`config.mk`:
```
export PLATFORM = sky130hd
export DESIGN_NAME = qset_core
export DESIGN_NICKNAME = d
export VERILOG_FILES = /design/src/rtl/qset_pkg.sv /design/src/rtl/qset_locate.sv /design/src/rtl/qset_match.sv /design/src/rtl/qset_shift.sv /design/src/rtl/qset_core.sv
export SDC_FILE = /design/constraint.sdc
export NUM_CORES = 2
export LEC_CHECK = 0
export BUFFER_PORTS_ARGS = -buffer_cell sky130_fd_sc_hd__buf_4
export CAP_MARGIN = 20
export CORE_ASPECT_RATIO = 0.6
export CORE_MARGIN = 2
export CORE_UTILIZATION = 23
export DETAILED_ROUTE_END_ITERATION = 10
export GPL_TIMING_DRIVEN = 0
export REMOVE_ABC_BUFFERS = 1
export SYNTH_ARGS = -nofsm -noshare
export SYNTH_HDL_FRONTEND = slang
export SYNTH_HIERARCHICAL = 1
export SYNTH_SLANG_ARGS = --single-unit
```
`constraint.sdc`:
```
create_clock -name vclk -period 75
set_input_delay 7.5 -clock vclk [all_inputs]
set_output_delay 7.5 -clock vclk [all_outputs]
set_load 0.05 [all_outputs]
```
`src/rtl/qset_pkg.sv`:
```
package qset_pkg;

    typedef enum logic [1:0] {
        OP_QUERY  = 2'b00,
        OP_INSERT = 2'b01,
        OP_DELETE = 2'b10,
        OP_IDLE   = 2'b11
    } qop_e;

endpackage

```
`src/rtl/qset_locate.sv`:
```
// Scans the unary header once and reports where a bucket's run lies.
module qset_locate #(
    parameter int M  = 32,
    parameter int F  = 32,
    localparam int H  = M + F,
    localparam int BW = $clog2(M),
    localparam int PW = $clog2(H),
    localparam int SW = $clog2(F + 1)
) (
    input  logic [H-1:0]  hdr_i,
    input  logic [BW-1:0] bucket_i,
    output logic [PW-1:0] start_o,
    output logic [PW-1:0] end_o,
    output logic [SW-1:0] first_o,
    output logic [SW-1:0] len_o,
    output logic [SW-1:0] count_o
);

    int  zc, ones, st, en, fi, tot;
    logic sf, ef, tf;

    always_comb begin
        zc = 0; ones = 0; st = 0; en = 0; fi = 0; tot = 0;
        sf = 1'b0; ef = 1'b0; tf = 1'b0;
        for (int i = 0; i < H; i++) begin
            if (zc == int'(bucket_i) && !sf) begin
                st = i;
                fi = ones;
                sf = 1'b1;
            end
            if (hdr_i[i]) begin
                if (zc < M) ones = ones + 1;
            end else begin
                if (zc == int'(bucket_i) && !ef) begin
                    en = i;
                    ef = 1'b1;
                end
                if (zc < M) zc = zc + 1;
                if (zc == M && !tf) begin
                    tot = ones;
                    tf  = 1'b1;
                end
            end
        end
        if (!tf) tot = ones;
        if (!ef) en = st;
        start_o = PW'(st);
        end_o   = PW'(en);
        first_o = SW'(fi);
        len_o   = SW'(en - st);
        count_o = SW'(tot);
    end

endmodule

```
`src/rtl/qset_match.sv`:
```
// Compares every body slot inside the bucket's run against the remainder.
module qset_match #(
    parameter int F  = 32,
    parameter int L  = 14,
    localparam int SW = $clog2(F + 1)
) (
    input  logic [F*L-1:0] body_i,
    input  logic [L-1:0]   rem_i,
    input  logic [SW-1:0]  first_i,
    input  logic [SW-1:0]  len_i,
    output logic           found_o,
    output logic [SW-1:0]  idx_o
);

    always_comb begin
        found_o = 1'b0;
        idx_o   = '0;
        for (int s = 0; s < F; s++) begin
            if (!found_o
                && s >= int'(first_i)
                && s < int'(first_i) + int'(len_i)
                && body_i[s*L +: L] == rem_i) begin
                found_o = 1'b1;
                idx_o   = SW'(s);
            end
        end
    end

    always_comb begin
        if (found_o) begin
            AST_MATCH_IN_RUN: assert (idx_o >= first_i && int'(idx_o) < int'(first_i) + int'(len_i));
        end
    end

endmodule

```
`src/rtl/qset_shift.sv`:
```
// Produces both the opened (insert) and the closed (delete) word variants.
module qset_shift #(
    parameter int M  = 32,
    parameter int F  = 32,
    parameter int L  = 14,
    localparam int H  = M + F,
    localparam int FL = F * L,
    localparam int PW = $clog2(H),
    localparam int SW = $clog2(F + 1)
) (
    input  logic [H-1:0]  hdr_i,
    input  logic [FL-1:0] body_i,
    input  logic [L-1:0]  rem_i,
    input  logic [PW-1:0] hpos_ins_i,
    input  logic [PW-1:0] hpos_del_i,
    input  logic [SW-1:0] slot_ins_i,
    input  logic [SW-1:0] slot_del_i,
    output logic [H-1:0]  ins_hdr_o,
    output logic [FL-1:0] ins_body_o,
    output logic [H-1:0]  del_hdr_o,
    output logic [FL-1:0] del_body_o
);

    logic [H-1:0]  h_up, h_dn;
    logic [FL-1:0] b_up, b_dn;

    assign h_up = {hdr_i[H-2:0], 1'b0};
    assign h_dn = {1'b0, hdr_i[H-1:1]};
    assign b_up = {body_i[FL-L-1:0], {L{1'b0}}};
    assign b_dn = {{L{1'b0}}, body_i[FL-1:L]};

    always_comb begin
        for (int i = 0; i < H; i++) begin
            if (i < int'(hpos_ins_i))       ins_hdr_o[i] = hdr_i[i];
            else if (i == int'(hpos_ins_i)) ins_hdr_o[i] = 1'b1;
            else                            ins_hdr_o[i] = h_up[i];
            del_hdr_o[i] = (i < int'(hpos_del_i)) ? hdr_i[i] : h_dn[i];
        end
    end

    always_comb begin
        for (int s = 0; s < F; s++) begin
            if (s < int'(slot_ins_i))       ins_body_o[s*L +: L] = body_i[s*L +: L];
            else if (s == int'(slot_ins_i)) ins_body_o[s*L +: L] = rem_i;
            else                            ins_body_o[s*L +: L] = b_up[s*L +: L];
            del_body_o[s*L +: L] = (s < int'(slot_del_i)) ? body_i[s*L +: L] : b_dn[s*L +: L];
        end
    end

endmodule

```
`src/rtl/qset_core.sv`:
```
// Top: decodes the operation and selects one result of the shared datapath.
module qset_core #(
    parameter int M  = 32,
    parameter int F  = 32,
    parameter int L  = 14,
    localparam int H  = M + F,
    localparam int FL = F * L,
    localparam int W  = H + FL,
    localparam int BW = $clog2(M),
    localparam int PW = $clog2(H),
    localparam int SW = $clog2(F + 1)
) (
    input  logic [W-1:0]  word_i,
    input  logic [1:0]    op_i,
    input  logic [BW-1:0] bucket_i,
    input  logic [L-1:0]  rem_i,
    output logic [W-1:0]  word_o,
    output logic          hit_o,
    output logic          full_o,
    output logic          miss_o
);

    import qset_pkg::*;

    qop_e          op;
    logic [H-1:0]  hdr, ins_hdr, del_hdr;
    logic [FL-1:0] body, ins_body, del_body;
    logic [PW-1:0] run_start, run_end;
    logic [SW-1:0] run_first, run_len, n_stored, match_idx;
    logic          match_found;

    assign op   = qop_e'(op_i);
    assign hdr  = word_i[H-1:0];
    assign body = word_i[W-1:H];

    qset_locate #(.M(M), .F(F)) u_locate (
        .hdr_i    (hdr),
        .bucket_i (bucket_i),
        .start_o  (run_start),
        .end_o    (run_end),
        .first_o  (run_first),
        .len_o    (run_len),
        .count_o  (n_stored)
    );

    qset_match #(.F(F), .L(L)) u_match (
        .body_i  (body),
        .rem_i   (rem_i),
        .first_i (run_first),
        .len_i   (run_len),
        .found_o (match_found),
        .idx_o   (match_idx)
    );

    qset_shift #(.M(M), .F(F), .L(L)) u_shift (
        .hdr_i      (hdr),
        .body_i     (body),
        .rem_i      (rem_i),
        .hpos_ins_i (run_end),
        .hpos_del_i (run_start),
        .slot_ins_i (run_first),
        .slot_del_i (match_idx),
        .ins_hdr_o  (ins_hdr),
        .ins_body_o (ins_body),
        .del_hdr_o  (del_hdr),
        .del_body_o (del_body)
    );

    always_comb begin
        word_o = word_i;
        hit_o  = 1'b0;
        full_o = 1'b0;
        miss_o = 1'b0;
        unique case (op)
            OP_QUERY: begin
                hit_o = match_found;
            end
            OP_INSERT: begin
                if (int'(n_stored) >= F) full_o = 1'b1;
                else                     word_o = {ins_body, ins_hdr};
            end
            OP_DELETE: begin
                if (!match_found) miss_o = 1'b1;
                else              word_o = {del_body, del_hdr};
            end
            OP_IDLE: begin
                word_o = word_i;
            end
        endcase
    end

    always_comb begin
        AST_ONE_FLAG: assert ($onehot0({hit_o, full_o, miss_o}));
        AST_FULL_HOLDS: assert (!full_o || word_o == word_i);
        AST_MISS_HOLDS: assert (!miss_o || word_o == word_i);
        if (op == OP_INSERT && !full_o) begin
            AST_INS_GROWS: assert ($countones(word_o[H-1:0]) == $countones(word_i[H-1:0]) + 1);
        end
        if (op == OP_DELETE && !miss_o) begin
            AST_DEL_SHRINKS: assert ($countones(word_o[H-1:0]) + 1 == $countones(word_i[H-1:0]));
        end
        if (op == OP_QUERY || op == OP_IDLE) begin
            AST_READ_KEEPS: assert (word_o == word_i);
        end
    end

endmodule

```
; Yosys cells after proc, flatten, opt, wreduce, memory -nomap -nowiden
; Cells that the tools add are included.
[op_classes]
eq_ne = 255
addsub = 128
mux = 1372
magnitude_cmp = 318
reduce_logical = 508
[op_table]
columns = cell, n
row1 = 32-bit two-way mux, 190
row2 = 6-bit two-way mux, 470
row3 = 32-bit by 7-bit == test with 1-bit output (second input constant), 64
row4 = 32-bit by 2-bit adder with 32-bit output (second input constant), 63
row5 = 32-bit by 6-bit == test with 1-bit output, 63
row6 = 32-bit by 7-bit < comparator with 1-bit output (second input constant), 63
row7 = 14-bit two-way mux, 96
row8 = 512-bit two-way mux, 2
row9 = 512-bit case mux with 2 select lines, 1
row10 = 1-bit two-way mux, 552
row11 = 6-bit by 32-bit < comparator with 1-bit output (first input constant), 16
row12 = 14-bit == test, 32
row13 = 6-bit by 2-bit adder with 6-bit output (second input constant), 62
row14 = 6-bit < comparator (first input constant), 62
row15 = 6-bit == test (first input constant), 48
row16 = 5-bit by 6-bit < comparator with 1-bit output (first input constant), 48
row17 = 1-bit logical AND, 284
row18 = 5-bit by 32-bit < comparator with 1-bit output (first input constant), 8
row19 = 1-bit logical NOT, 220
row20 = 5-bit two-way mux, 32
row21 = 5-bit by 6-bit == test with 1-bit output (first input constant), 24
row22 = 4-bit by 6-bit < comparator with 1-bit output (first input constant), 24
row23 = 4-bit by 32-bit < comparator with 1-bit output (first input constant), 4
row24 = 5-bit by 6-bit >= comparator with 1-bit output (first input constant), 16
row25 = 31 further kinds, 137
[totals]
in_bits = 533
regBits = 0

; Longest topological paths before layout
[depth]
word_depth = 421
mapped_depth = 236

; Hierarchy
; The synthesis kept the hierarchy.
[by_module_without_submodules]
columns = module, cells_each, area_each_um2, n_inst
row1 = qset_locate, 4283, 29834.9, 1
row2 = qset_shift, 2566, 17695.7, 1
row3 = qset_core, 1263, 10346.2, 1
row4 = qset_match, 902, 6766.5, 1

; Worst setup path after synthesis
; OpenSTA, ideal clock, no wires.
[synth_timing]
kind = input to output
start = input port word_i[0]
end = output port word_o[0]
setup_slack_ns = 12.768
t_arrival_ns = 54.732
stages = 219
path_buffers = 18
required_ns = 67.500
path_cell_list = inv_1 > ha_1 > buf_2 > xor2_1 > inv_1 > ha_1 > nor2_1 > a31oi_1 > ha_1 > nand2b_1 > nand2_1 > ha_1 > nor2_1 > a21oi_1 > or2_1 > clkbuf_1 > ha_1 > or2_2 > [... 183 more ...] > xnor2_1 > ha_1 > buf_6 > and3_4 > a221oi_2 > nand2_1 > buf_2 > a211oi_1 > o22ai_1 > nor4_4 > nand2_1 > and4b_1 > nand3_1 > nor2b_1 > or3b_1 > buf_6 > clkbuf_1 > a22o_1
[synth_lines]
columns = item, line_no
row1 = from (decl), qset_core.sv:13  ; input logic [W-1:0] word_i,
row2 = to (decl), qset_core.sv:17  ; output logic [W-1:0] word_o,

==> impl_metrics.csv <==
group,metric,value,unit
worst_setup_path,crit_required,67.50,ns
sta,hold_viol,0,
worst_setup_path,worstPathArrival,65.64,ns
hold_path,min_path_cells,3,
worst_setup_path,critPathSlowestCell,"nor4_1",
drt,antenna_left,0,
floorplanning,die_h,414.4,um
worst_setup_path,crit_top_cell,"ha_1",
cells_and_area,final_common_cell,"buf_4",
floorplanning,start_util,23.15,%
cells_and_area,layout_common_cells,"buf_4 (1084), a22o_1 (1035), nor2_1 (730), nand2_1 (714), xnor2_1 (714)",
cells_and_area,area.sequential,0,sq um
worst_setup_path,worstPathMaxFanout,24,
place,gp_congestion,1.068,
worst_setup_path,startpoint_type,"input port",
drt,via_per_inst,6.166,
sta,slew_headroom,-0.4089,%
run_status,violations,"capacitance limit, slew limit",
cells_and_area,n_sequential_cell,0,
logic_synthesis,syn_area,64560,sq um
drt,drt_iter0_drc,14580,
cells_and_area,fin_nets,10150,
cells_and_area,syn_to_final_growth,19.20,%
grt,overflow,0,
drt,wire_per_inst,31.17,um
run_status,status,"complete, but fails checks",
cells_and_area,nClkBuffers,0,
logic_synthesis,yosys_warnings,6,
drt,firstDrtPassIters,9,
drt,via_count,82070,
sta,tns,0,ns
cells_and_area,drive_above_1_share,23.08,%
drt,drt_wl_total,414900,um
job,drv_cap,1,
drt,drc,0,
sta,worstMarginPinSlew,1.492,ns
place,hpwl,330700,um
floorplanning,design.core.area,278900,sq um
grt,grt_max_degree,83,
worst_setup_path,cp-end-kind,"primary output",
cells_and_area,fill_cells,30880,
worst_setup_path,cpPeakStageDelay,1.14,ns
sta,fmax,13.67,MHz
place,io_buffers,1048,
grt,antenna_found_initial,141,
floorplanning,ios,1048,
grt,grt_pass1_wl,559100,um
sta,finalCritPeriodShare,97.53,%
logic_synthesis,synthCells,9003,
clock_tree,cts_hold_buf,0,
floorplanning,die_x,688.0,um
worst_setup_path,worstSetupPathType,"in2out",
logic_synthesis,syn_avg_cell_area,7.171,sq um
sta,drv_slew,1,
floorplanning,row_count,150,
sta,fin_crit,73.14,ns
hold_path,min_path_type,"in2out",
floorplanning,die_area,285100,sq um
sta,setup_viol,0,
cells_and_area,multi_input_area,60670,sq um
grt,grt_pass1_vias,68520,
grt,grt_use_total,26.77,%
-- critical path, delay by kind of cell --
family	cells	cell delay, ns
and+or+nand+nor	64	19.35
AOI/OAI and AO/OA	63	19.74
buffers and inverters	14	2.09
xor gates and xnor gates	10	2.55
adders and majority gates	33	9.20
muxes	15	5.01
-- stage by stage --
stage	instance area [sq um]	hold WS (ns)	util [%]	cells	setup slack, ns
4_1_cts	75990	15.44	27.25	13170	0.1728
5_1_grt	76940	15.46	27.59	13300	-0.03608
3_3_place_gp	73450	15.44	26.34	13040	-24.53
2_1_floorplan	60920	15.36	-	8272	-0.4584
6_report	76960	15.45	27.59	13310	1.856
3_5_place_dp	75950	15.44	27.23	13160	-0.8299
-- area by class of cell --
class	instances	share of cell area (%)
multi-input combinational	8014	78.84
antenna	112	0.3642
timing repair buffer	1200	13.47
tap	3724	6.055
inverter	259	1.267
-- final timing paths --
kind | from | slack [ns] | endpoint
worst min-delay path | word_i[143] | 15.45 | word_o[143]
worst max-delay path | word_i[0] | 1.86 | word_o[74]
-- repair_timing --
| item | in CTS | in global routing |
|---|---|---|
| setup endpoints to repair | 178 | 514 |
| setup buffers | 1 | 10 |
| pin swaps | 1 | 7 |
| gates resized for setup | 8 | 69 |
| cloned | 0 | 1 |
-- layer usage --
metal / GRT usage (%) / wire (um) / vias to the layer above
met4: 17.95 / 33060 / 24
met3: 10.84 / 63630 / 832
met1: 37.72 / 171700 / 39570
met2: 31.88 / 146100 / 6511
met5: 0.5353 / 405 / -
li1: - / - / 35130
